## config.mk

```make
export PLATFORM = sky130hd
export DESIGN_NAME = hdx_tx_defer
export DESIGN_NICKNAME = d
export VERILOG_FILES = /design/src/rtl/hdx_tx_pkg.sv /design/src/rtl/hdx_bit_clock.sv /design/src/rtl/hdx_rand_src.sv /design/src/rtl/hdx_ifg_watch.sv /design/src/rtl/hdx_backoff_timer.sv /design/src/rtl/hdx_tx_defer.sv
export SDC_FILE = /design/constraint.sdc
export NUM_CORES = 1
export LEC_CHECK = 0
export BUFFER_PORTS_ARGS = -buffer_cell sky130_fd_sc_hd__buf_2
export CORE_ASPECT_RATIO = 0.6
export CORE_MARGIN = 2
export CORE_UTILIZATION = 38
export DETAILED_ROUTE_END_ITERATION = 6
export GPL_TIMING_DRIVEN = 1
export PLACE_DENSITY = 0.52
export SYNTH_ARGS = -nofsm -noshare
export SYNTH_HDL_FRONTEND = slang
export SYNTH_HIERARCHICAL = 1
export SYNTH_SLANG_ARGS = --single-unit
```

## constraint.sdc

```tcl
create_clock -name clk_i -period 3.78 [get_ports clk_i]
set_input_delay 1.134 -clock clk_i [delete_from_list [all_inputs] [get_ports clk_i]]
set_output_delay 1.134 -clock clk_i [all_outputs]
set_load 0.03 [all_outputs]
```

## src/rtl/hdx_tx_pkg.sv

```systemverilog
package hdx_tx_pkg;

   typedef enum logic [2:0] {
      ST_IDLE,
      ST_SEND,
      ST_JAM,
      ST_WAIT,
      ST_FORCE,
      ST_HOLD
   } seq_state_e;

   // counter width able to hold values 0 .. n-1, never below one bit
   function automatic int unsigned cw(input int unsigned n);
      return (n > 1) ? $clog2(n) : 1;
   endfunction

endpackage

```

## src/rtl/hdx_bit_clock.sv

```systemverilog
module hdx_bit_clock #(
   parameter int unsigned FAST_DIV = 1,
   parameter int unsigned SLOW_DIV = 10
) (
   input  logic clk_i,
   input  logic rst_n_i,
   input  logic fast_i,
   input  logic clr_i,
   output logic tick_o
);
   import hdx_tx_pkg::*;

   localparam int unsigned MAXD = (FAST_DIV > SLOW_DIV) ? FAST_DIV : SLOW_DIV;
   localparam int unsigned CW   = cw(MAXD);

   logic [CW-1:0] cnt_q;
   logic [CW-1:0] lim;

   assign lim    = fast_i ? CW'(FAST_DIV - 1) : CW'(SLOW_DIV - 1);
   assign tick_o = (cnt_q >= lim);

   always_ff @(posedge clk_i) begin
      if (!rst_n_i)              cnt_q <= '0;
      else if (clr_i || tick_o)  cnt_q <= '0;
      else                       cnt_q <= cnt_q + 1'b1;
   end

endmodule

```

## src/rtl/hdx_rand_src.sv

```systemverilog
module hdx_rand_src #(
   parameter int unsigned      W    = 10,
   parameter logic [W-1:0]     TAPS = 10'h080,
   parameter logic [W-1:0]     SEED = 10'h2A5
) (
   input  logic         clk_i,
   input  logic         rst_n_i,
   output logic [W-1:0] q_o
);
   logic [W-1:0] q_q;
   logic [W-1:0] nxt;

   for (genvar g = 0; g < W; g++) begin : g_bit
      if (g == 0) begin : g_lsb
         assign nxt[g] = q_q[W-1];
      end else begin : g_mid
         assign nxt[g] = q_q[g-1] ^ (TAPS[g] & q_q[W-1]);
      end
   end

   always_ff @(posedge clk_i) begin
      if (!rst_n_i) q_q <= SEED;
      else          q_q <= nxt;
   end

   assign q_o = q_q;

endmodule

```

## src/rtl/hdx_ifg_watch.sv

```systemverilog
module hdx_ifg_watch #(
   parameter int unsigned IFG_BITS = 96
) (
   input  logic clk_i,
   input  logic rst_n_i,
   input  logic tick_i,
   input  logic busy_i,
   output logic gap_ok_o
);
   import hdx_tx_pkg::*;

   localparam int unsigned GW = cw(IFG_BITS + 1);

   logic [GW-1:0] gap_q;

   assign gap_ok_o = (gap_q == GW'(IFG_BITS));

   always_ff @(posedge clk_i) begin
      if (!rst_n_i)                 gap_q <= '0;
      else if (busy_i)              gap_q <= '0;
      else if (tick_i && !gap_ok_o) gap_q <= gap_q + 1'b1;
   end

endmodule

```

## src/rtl/hdx_backoff_timer.sv

```systemverilog
module hdx_backoff_timer #(
   parameter int unsigned SLOT_BITS = 512,
   parameter int unsigned RW        = 10
) (
   input  logic          clk_i,
   input  logic          rst_n_i,
   input  logic          tick_i,
   input  logic          load_i,
   input  logic          run_i,
   input  logic [RW-1:0] slots_i,
   output logic          done_o
);
   import hdx_tx_pkg::*;

   localparam int unsigned SW = cw(SLOT_BITS);

   logic [RW-1:0] left_q;
   logic [SW-1:0] bit_q;

   assign done_o = run_i && (left_q == '0);

   always_ff @(posedge clk_i) begin
      if (!rst_n_i) begin
         left_q <= '0;
         bit_q  <= '0;
      end else if (load_i) begin
         left_q <= slots_i;
         bit_q  <= '0;
      end else if (run_i && tick_i && (left_q != '0)) begin
         if (bit_q == SW'(SLOT_BITS - 1)) begin
            bit_q  <= '0;
            left_q <= left_q - 1'b1;
         end else begin
            bit_q  <= bit_q + 1'b1;
         end
      end
   end

endmodule

```

## src/rtl/hdx_tx_defer.sv

```systemverilog
module hdx_tx_defer #(
   parameter int unsigned          FAST_DIV    = 1,
   parameter int unsigned          SLOW_DIV    = 10,
   parameter int unsigned          IFG_BITS    = 96,
   parameter int unsigned          SLOT_BITS   = 512,
   parameter int unsigned          JAM_BITS    = 32,
   parameter int unsigned          RETRY_LIMIT = 16,
   parameter int unsigned          STD_EXP_CAP = 10,
   parameter int unsigned          ALT_EXP_CAP = 4,
   parameter int unsigned          LFSR_W      = 10,
   parameter logic [LFSR_W-1:0]    LFSR_TAPS   = 10'h080,
   parameter logic [LFSR_W-1:0]    LFSR_SEED   = 10'h2A5
) (
   input  logic clk_i,
   input  logic rst_n_i,
   input  logic speed_fast_i,
   input  logic full_dup_i,
   input  logic tx_req_i,
   input  logic frame_done_i,
   input  logic crs_i,
   input  logic col_i,
   input  logic rx_crs_i,
   input  logic buf_alarm_i,
   input  logic strap_bo4_i,
   input  logic strap_bp_off_i,
   output logic tx_en_o,
   output logic jam_on_o,
   output logic retry_o,
   output logic abort_o
);
   import hdx_tx_pkg::*;

   localparam int unsigned AW = cw(RETRY_LIMIT + 1);
   localparam int unsigned JW = cw(JAM_BITS);
   localparam int unsigned EW = cw(LFSR_W + 1);
   localparam logic [EW-1:0] CAP_STD = EW'(STD_EXP_CAP);
   localparam logic [EW-1:0] CAP_ALT = EW'(ALT_EXP_CAP);

   // elaboration-time parameter checks
   if (FAST_DIV < 1 || SLOW_DIV < 1) begin : g_bad_div
      $error("bit-time dividers must be at least 1");
   end
   if (JAM_BITS < 1 || SLOT_BITS < 1 || IFG_BITS < 1) begin : g_bad_len
      $error("jam, slot and gap lengths must be at least 1");
   end
   if (STD_EXP_CAP > LFSR_W || ALT_EXP_CAP > STD_EXP_CAP) begin : g_bad_cap
      $error("exponent caps must satisfy ALT <= STD <= LFSR width");
   end
   if (RETRY_LIMIT < 1) begin : g_bad_limit
      $error("retry limit must be at least 1");
   end
   if (LFSR_SEED == '0) begin : g_bad_seed
      $error("random source seed must be nonzero");
   end

   seq_state_e st_q, st_d;

   logic              bo4_q, bp_en_q;
   logic [AW-1:0]     att_q;
   logic [JW-1:0]     jc_q;
   logic              retry_q, abort_q;
   logic              att_inc, att_clr, bo_load, retry_d, abort_d;
   logic              tick, phase_clr, gap_ok, bo_done, busy;
   logic              in_jam, jam_last, bp_go;
   logic [LFSR_W-1:0] rnd, mask, slots;
   logic [EW-1:0]     cap_now, exp_now;

   // straps are captured only while reset is held
   always_ff @(posedge clk_i) begin
      if (!rst_n_i) begin
         bo4_q   <= strap_bo4_i;
         bp_en_q <= !strap_bp_off_i;
      end
   end

   assign in_jam    = (st_q == ST_JAM) || (st_q == ST_FORCE);
   assign tx_en_o   = (st_q == ST_SEND) || in_jam;
   assign jam_on_o  = in_jam;
   assign retry_o   = retry_q;
   assign abort_o   = abort_q;
   assign phase_clr = (st_d != st_q);
   assign busy      = (!full_dup_i && crs_i) || tx_en_o;
   assign bp_go     = bp_en_q && !full_dup_i && buf_alarm_i && rx_crs_i;
   assign jam_last  = in_jam && tick && (jc_q == JW'(JAM_BITS - 1));

   hdx_bit_clock #(
      .FAST_DIV (FAST_DIV),
      .SLOW_DIV (SLOW_DIV)
   ) u_bitclk (
      .clk_i   (clk_i),
      .rst_n_i (rst_n_i),
      .fast_i  (speed_fast_i),
      .clr_i   (phase_clr),
      .tick_o  (tick)
   );

   hdx_ifg_watch #(
      .IFG_BITS (IFG_BITS)
   ) u_ifg (
      .clk_i    (clk_i),
      .rst_n_i  (rst_n_i),
      .tick_i   (tick),
      .busy_i   (busy),
      .gap_ok_o (gap_ok)
   );

   hdx_rand_src #(
      .W    (LFSR_W),
      .TAPS (LFSR_TAPS),
      .SEED (LFSR_SEED)
   ) u_rand (
      .clk_i   (clk_i),
      .rst_n_i (rst_n_i),
      .q_o     (rnd)
   );

   // slot count: random value masked to min(attempts, cap) bits
   assign cap_now = bo4_q ? CAP_ALT : CAP_STD;
   assign exp_now = (32'(att_q) > 32'(cap_now)) ? cap_now : EW'(att_q);
   assign mask    = (LFSR_W'(1) << exp_now) - LFSR_W'(1);
   assign slots   = rnd & mask;

   hdx_backoff_timer #(
      .SLOT_BITS (SLOT_BITS),
      .RW        (LFSR_W)
   ) u_backoff (
      .clk_i   (clk_i),
      .rst_n_i (rst_n_i),
      .tick_i  (tick),
      .load_i  (bo_load),
      .run_i   (st_q == ST_WAIT),
      .slots_i (slots),
      .done_o  (bo_done)
   );

   always_comb begin
      st_d    = st_q;
      att_inc = 1'b0;
      att_clr = 1'b0;
      bo_load = 1'b0;
      retry_d = 1'b0;
      abort_d = 1'b0;
      unique case (st_q)
         ST_IDLE: begin
            if (!tx_req_i) att_clr = 1'b1;
            if (bp_go)                      st_d = ST_FORCE;
            else if (tx_req_i && gap_ok)    st_d = ST_SEND;
         end
         ST_SEND: begin
            if (!full_dup_i && col_i) begin
               st_d    = ST_JAM;
               att_inc = 1'b1;
            end else if (frame_done_i) begin
               st_d    = ST_IDLE;
               att_clr = 1'b1;
            end
         end
         ST_JAM: begin
            if (jam_last) begin
               if (att_q == AW'(RETRY_LIMIT)) begin
                  st_d    = ST_IDLE;
                  abort_d = 1'b1;
                  att_clr = 1'b1;
               end else begin
                  st_d    = ST_WAIT;
                  bo_load = 1'b1;
               end
            end
         end
         ST_WAIT: begin
            if (bo_done) begin
               st_d    = ST_IDLE;
               retry_d = 1'b1;
            end
         end
         ST_FORCE: begin
            if (jam_last) st_d = ST_HOLD;
         end
         ST_HOLD: begin
            if (!rx_crs_i) st_d = ST_IDLE;
         end
         default: st_d = ST_IDLE;
      endcase
   end

   always_ff @(posedge clk_i) begin
      if (!rst_n_i) begin
         st_q    <= ST_IDLE;
         att_q   <= '0;
         jc_q    <= '0;
         retry_q <= 1'b0;
         abort_q <= 1'b0;
      end else begin
         st_q    <= st_d;
         retry_q <= retry_d;
         abort_q <= abort_d;
         if (att_clr)      att_q <= '0;
         else if (att_inc) att_q <= att_q + 1'b1;
         if (phase_clr)             jc_q <= '0;
         else if (in_jam && tick)   jc_q <= jc_q + 1'b1;
      end
   end

endmodule

```

# After elaboration in Yosys (flattened, before gate mapping)
# Cells that the tools add are included.
# Widths: inputs -> output; s select.
[word_totals] register_bits=57 inputBits=12 out_inout_bits=4
[op_classes] n_bitwise=3 n_eq_ne=10 n_mux=29 order_cmp=2 shift=1 reduce_logical=32 add_sub_neg=7
[ops] cell="$mux 10" n=3
[ops] cell="$mux 3" n=8
[ops] cell="$pmux 3 s6" n=1
[ops] cell="$logic_and 1x1->1" n=12
[ops] cell="$mux 4" n=3
[ops] cell="$mux 1" n=11
[ops] cell="$add 5x1->5 const B" n=2
[ops] cell="$and 10x10->10" n=1
[ops] cell="$eq 5x5->1 const B" n=2
[ops] cell="$logic_not 10->1" n=1
[ops] cell="$reduce_bool 10->1" n=1
[ops] cell="$reduce_or 2->1" n=5
[ops] cell="$shl 1x4->10 const A" n=1
[ops] cell="$sub 10x1->10 const B" n=1
[ops] cell="$sub 10x2->10 const B" n=1
[ops] cell="$add 9x1->9 const B" n=1
[ops] cell="$eq 9x9->1 const B" n=1
[ops] cell="$mux 9" n=1
[ops] cell="$add 7x1->7 const B" n=1
[ops] cell="$eq 7x7->1 const B" n=1
[ops] cell="$eq 3x2->1 const B" n=2
[ops] cell="$eq 3x3->1 const B" n=2
[ops] cell="$reduce_and 2->1" n=3
[ops] cell="$gt 5x4->1" n=1
[ops] cell="12 further kinds" n=18

# Logic depth before layout (Yosys ltp)
[depth] word_depth=9 depth_mapped=16 depth_no_buf=15

# Hierarchy
# Netlist, hierarchy kept.
[modules_own_cells] module="hdx_tx_defer" cells_per_inst=169 instances=1 area_per_inst_um2=1368.8 seq_area_each_um2=360.3
[modules_own_cells] module="hdx_backoff_timer" cells_per_inst=124 instances=1 area_per_inst_um2=1071.0 seq_area_each_um2=380.4
[modules_own_cells] module="hdx_ifg_watch" cells_per_inst=42 instances=1 area_per_inst_um2=366.6 seq_area_each_um2=140.1
[modules_own_cells] module="hdx_rand_src" cells_per_inst=30 instances=1 area_per_inst_um2=336.6 seq_area_each_um2=200.2
[modules_own_cells] module="hdx_bit_clock" cells_per_inst=21 instances=1 area_per_inst_um2=203.9 seq_area_each_um2=80.1

# Least setup slack after synthesis
# Ideal clock, no wire load.
[synth_path] kind="input to register" from="input port speed_fast_i" to="register u_bitclk.cnt_q[2]" slack_ps=280 cell_stages=11 t_required_ps=3716 n_path_buf=0 arrival_ps=3436 cell_sequence="inv_1 > ha_1 > or4b_4 > a21o_2 > and3b_1 > nand4_1 > a31oi_1 > a21oi_1 > o21ai_0 > a2111o_1 > nor2_1"
[synth_via] elab_chain_len=9 elab_cells_between_ends=10
[synth_lines] element="start, declared" line_no="hdx_tx_defer.sv:16" rtl="input logic speed_fast_i,"
[synth_lines] element="$mux 4 *" line_no="hdx_bit_clock.sv:19" rtl="assign lim = fast_i ? CW'(FAST_DIV - 1) : CW'(SLOW_DIV - 1);"
[synth_lines] element="$ge 4x4->1 *" line_no="hdx_bit_clock.sv:20" rtl="assign tick_o = (cnt_q >= lim);"
[synth_lines] element="named net tick" line_no="hdx_tx_defer.sv:63" rtl="logic tick, phase_clr, gap_ok, bo_done, busy;"
[synth_lines] element="$logic_and 1x1->1 * (2 in series)" line_no="hdx_tx_defer.sv:84" rtl="assign jam_last = in_jam && tick && (jc_q == JW'(JAM_BITS - 1));"
[synth_lines] element="$mux 3 (on tied branches)" line_no="hdx_tx_defer.sv:177, hdx_tx_defer.sv:159"
[synth_lines] element="$pmux 3 s6 *" line_no="hdx_tx_defer.sv:143" rtl="unique case (st_q)"
[synth_lines] element="$ne 3x3->1 *" line_no="hdx_tx_defer.sv:81" rtl="assign phase_clr = (st_d != st_q);"
[synth_lines] element="named net phase_clr" line_no="hdx_tx_defer.sv:63"
[synth_lines] element="$logic_or 1x1->1 *" line_no="hdx_bit_clock.sv:24" rtl="else if (clr_i || tick_o) cnt_q <= '0;"
[synth_lines] element="$reduce_or 2->1 (no line) *"
[synth_lines] element="end signal, assigned" line_no="hdx_bit_clock.sv:25" rtl="else cnt_q <= cnt_q + 1'b1;"
[synth_lines] element="end, declared" line_no="hdx_bit_clock.sv:16" rtl="logic [CW-1:0] cnt_q;"
# Mark *: on every way through the listed nets, which the timed path passes. The rest lies on a longest branch.
# A chain may end at the register's enable or synchronous reset.

# Worst setup path after layout
[layout_path] from="input port speed_fast_i" to="register u_backoff.left_q[6]"
[layout_via] elab_chain_len=8 elab_cells_between_ends=12
[layout_lines] element="$mux 4 *" line_no="hdx_bit_clock.sv:19"
[layout_lines] element="$ge 4x4->1 *" line_no="hdx_bit_clock.sv:20"
[layout_lines] element="named net tick" line_no="hdx_tx_defer.sv:63"
[layout_lines] element="$logic_and 1x1->1 * (2 in series)" line_no="hdx_tx_defer.sv:84"
[layout_lines] element="$mux 1 *" line_no="hdx_tx_defer.sv:159" rtl="if (jam_last) begin"
[layout_lines] element="$mux 1 *" line_no="hdx_tx_defer.sv:143"
[layout_lines] element="named net bo_load" line_no="hdx_tx_defer.sv:62" rtl="logic att_inc, att_clr, bo_load, retry_d, abort_d;"
[layout_lines] element="$reduce_bool 2->1 (no line)"
[layout_lines] element="$reduce_and 2->1 (no line)"
[layout_lines] element="end signal, assigned" line_no="hdx_backoff_timer.sv:27" rtl="left_q <= slots_i;"
[layout_lines] element="end signal, assigned" line_no="hdx_backoff_timer.sv:32" rtl="left_q <= left_q - 1'b1;"
[layout_lines] element="end, declared" line_no="hdx_backoff_timer.sv:17" rtl="logic [RW-1:0] left_q;"
# Marked as above.

==> out/summary.log <==
qor: yosys.synth_cells 386
qor: pwr.switchingPower 0.332 mW
qor: pwr.power-per-cell-area 403 nW/um^2
qor: critical_path.worst-endpoint-required 4.01 ns
qor: sta.worst_slew_margin 0.512
qor: yosys.mappedNetlistArea 3350 sq um
qor: pwr.power.leakage 1.47 nW
qor: grt.first_global_vias 2348
qor: floorplanning.die_area 9600 sq um
qor: yosys.synthFlopType dfxtp_1
qor: sta.rsz0062_at_grt false
qor: critical_path.reg2reg_slack 0.68 ns
qor: flow_run.maxCapViolations 0
qor: sta.setup_violating_endpoint_count_in_the_final_report 0
qor: sta.achievable-frequency 0.299 GHz
qor: layout.finalNetCount 420
qor: layout.num_antenna_cells 0
qor: clock_tree.tritoncts done
qor: floorplanning.rows 26
qor: critical_path.r2r.worst_path.cells 14
qor: grt.grt_use_total 0.155
qor: floorplanning.die_w 125 microns
qor: clock_tree.numClockSinks 57
qor: placed_design.port_buffers 15
qor: yosys.synth-seq-cells 57
qor: placed_design.routabilityCongestion 0.826
qor: floorplanning.fp.dieH 76.7 microns
qor: layout.drive_above_1_share 0.128
qor: yosys.syn_area_per_cell 8.67 sq um
qor: critical_path.crit_end u_backoff/left_q[6]
qor: grt.grt_max_degree 31
qor: sta.finalSetupTns 0 ns
qor: yosys.synthesis.nets 414
qor: pwr.power.switching_fraction 0.221
qor: yosys.async_flop_share 0
qor: layout.layout_filler_cell_count 823
qor: yosys.synth.most_common_cell dfxtp_1
qor: yosys.synth_edf_count 2
qor: placed_design.place.detailed.instances 493
qor: layout.layout.cells.non_filler 509
qor: yosys.synth-seq-area-share 0.347
qor: yosys.yosysWarnings 6
qor: sta.skew 0.00948 ns
qor: critical_path.worst_r2r_startpoint att_q[2]
qor: yosys.netlist.top_cell.by_area dfxtp_1
qor: clock_tree.worstSkewPairLatency 0.33 ns
qor: routing.wl_per_cell 13.7 microns
qor: routing.total_drc_errors_in_the_routed_layout 0
qor: pwr.pwr-share-clk 0.513
qor: clock_tree.clkSlewWorstSetupHoldPaths 0.05 ns
qor: critical_path.timing_worst_setup_path_type primary input to flip-flop
qor: routing.first_pass_iters 4
qor: critical_path.worst_r2r_endpoint u_backoff/left_q[6]
qor: routing.routed_wirelength 6.99 mm
qor: routing.drt_iter0_drc 198
qor: grt.antenna_found_initial 0
qor: clock_tree.cts-htree-levels 3
qor: clock_tree.cts_hold_buffers 0
qor: worst_hold_path.min_path_type flip-flop to flip-flop
qor: layout.flow.area_growth_from_synthesis 11.3%
qor: floorplanning.boundaryPins 16
qor: clock_tree.cts_inserted_buffers 9
qor: sta.fin_crit_sh 0.885
qor: critical_path.crit_path_max_fanout 12
qor: pwr.power.combinational.fraction 0.064
qor: clock_tree.cts.repair_timing.setup_buffer_count 0
qor: floorplanning.start_util 0.393
qor: routing.antenna_viol_nets_final 0
qor: clock_tree.clock_path_buffers 2
qor: sta.actual_slew_at_the_worst_max_slew_pin 0.731 ns
qor: yosys.post_synth_most_frequent_cells 55 x dfxtp_1, 32 x nand2_1, 31 x nor2_1, 24 x inv_1, 24 x o21ai_0
qor: pwr.internal_power 1.17 mW
qor: yosys.yosys-top-cells-area dfxtp_1 33%, ha_1 6.0%, o21ai_0 3.6%, nand2_1 3.6%, nor2_1 3.5%
qor: routing.detailroute.via_count 2642
qor: sta.timing.final.hold_violations 0
qor: critical_path.critPathLaunchType primary input
qor: sta.post-route-min-period 3.34 ns
qor: grt.global_route_wire_length_before_repair 11.8 mm
qor: clock_tree.number_of_gates_given_a_new_drive_strength_after_cts 0
qor: critical_path.worst_setup_path_startpoint speed_fast_i
qor: layout.utilization 0.437
qor: worst_hold_path.worst_hold_path.num_cells 1
qor: pwr.pwr-share-seq 0.423
qor: sta.report.final.slew_viol_count 0
qor: placed_design.dp_hpwl 5.14 mm
qor: pwr.ir_worst_vdd 0.000265 V
qor: routing.vias_per_cell 5.19
qor: yosys.post-synth-top-area-fraction 0.329
qor: clock_tree.cts.root.buffer_cell clkbuf_16
qor: status.status complete, no violations
qor: critical_path.timing.critical_path.arrival 3.58 ns
qor: critical_path.worst_setup_path_end_kind flip-flop
qor: grt.globalRouteOverflowTotal 0
qor: yosys.synth.lib_cells_used.distinct 68
qor: floorplanning.design.core.area 8520 sq um
## routing by layer
layer,GRT usage,part of all wire,up-vias
met1,0.238,0.56,1202
met4,0.0533,0.0039,0
met2,0.194,0.39,58
met5,0,0,-
met3,0.0537,0.046,2
li1,-,-,1380
## cell families after synthesis
| family | synth area share |
|---|---|
| and+or+nand+nor | 0.259 |
| AOI/OAI and AO/OA | 0.185 |
| DFF | 0.347 |
| buffers and inverters | 0.0695 |
| xor gates and xnor gates | 0.0553 |
| adders and majority gates | 0.0598 |
| muxes | 0.0239 |
## worst max-delay path, stage by stage
cell and delay, ns:
buf_2 0.09, inv_1 0.04, ha_1 0.27, or4b_4 0.48
a21o_2 0.23, and3b_1 0.19, o211a_1 0.16, buf_4 0.18
o41ai_1 0.43, nand2_1 0.10, a221oi_1 0.27
## sequential cells by signal, summed over array words and instances, names as in the netlist, 3 cells and up
name              count
jc_q                  5
st_q                  3
u_ifg/gap_q           7
att_q                 5
u_bitclk/cnt_q        4
u_backoff/bit_q       9
u_backoff/left_q     10
u_rand/q_o           10
## cell type report
type,count,area [sq um],share of cell area
Multi-Input combinational cell,282,1950,0.525
Clock buffer,12,236,0.0635
Timing Repair Buffer,18,97.6,0.0262
Sequential cell,57,1160,0.312
Clock inverter,4,45.0,0.0121
Tap cell,112,140,0.0376
Inverter,24,90.1,0.0242
## worst min path at each step
| stage | from | end |
|---|---|---|
| global placement | u_rand/q_o[1] | u_rand/q_o[2] |
| floorplan | u_rand/q_o[1] | u_rand/q_o[2] |
| finish | u_rand/q_o[1] | u_rand/q_o[2] |
| CTS | u_rand/q_o[1] | u_rand/q_o[2] |
| detailed placement | u_rand/q_o[1] | u_rand/q_o[2] |
| global route | u_rand/q_o[1] | u_rand/q_o[2] |
## cells in the final DEF, fill, tap and decap left out, drive strengths merged, types with 3 or more instances in the layout
| cell type | netlist | layout |
|---|---|---|
| inv | 24 | 24 |
| ha | 16 | 16 |
| nand4 | 10 | 10 |
| o211a | 3 | 3 |
| or4 | 3 | 3 |
| nor2 | 32 | 32 |
| o21ai | 26 | 26 |
| and3 | 8 | 8 |
| nor4b | 3 | 3 |
| o31ai | 7 | 7 |
| mux2i | 8 | 8 |
| o211ai | 4 | 4 |
| dfxtp | 55 | 55 |
| clkbuf | 5 | 12 |
| nor2b | 8 | 8 |
| a31oi | 10 | 10 |
| nor3b | 3 | 3 |
| or4b | 3 | 3 |
| and2 | 11 | 11 |
| nand2b | 9 | 9 |
| xor2 | 10 | 10 |
| nor3 | 9 | 9 |
| nand3 | 8 | 8 |
| or3 | 8 | 8 |
| o21a | 3 | 3 |
| a21oi | 15 | 15 |
| xnor2 | 9 | 9 |
| buf | 18 | 18 |
| nand2 | 32 | 32 |
| clkinv | 0 | 3 |
## per-stage QoR
step	worst slack, ns	hold slack, ns	instance area (sq um)	power, mW
finish	0.435	0.423	3720	1.50
detailed placement	0.116	0.412	3440	0.743
global placement	0.172	0.414	3440	0.742
floorplan	0.280	0.412	3350	0.721
global route	0.246	0.476	3720	1.57
CTS	0.456	0.423	3720	1.53
## power groups by stage
stage	registers [mW]	clock network, mW	logic (mW)
after global placement	0.647	0	0.0956
after detailed placement	0.646	0	0.0966
after CTS	0.634	0.794	0.0972
after global routing	0.637	0.820	0.109
final	0.634	0.770	0.0956
after floorplan	0.640	0	0.0816
(Power assumes the default switching activity.)
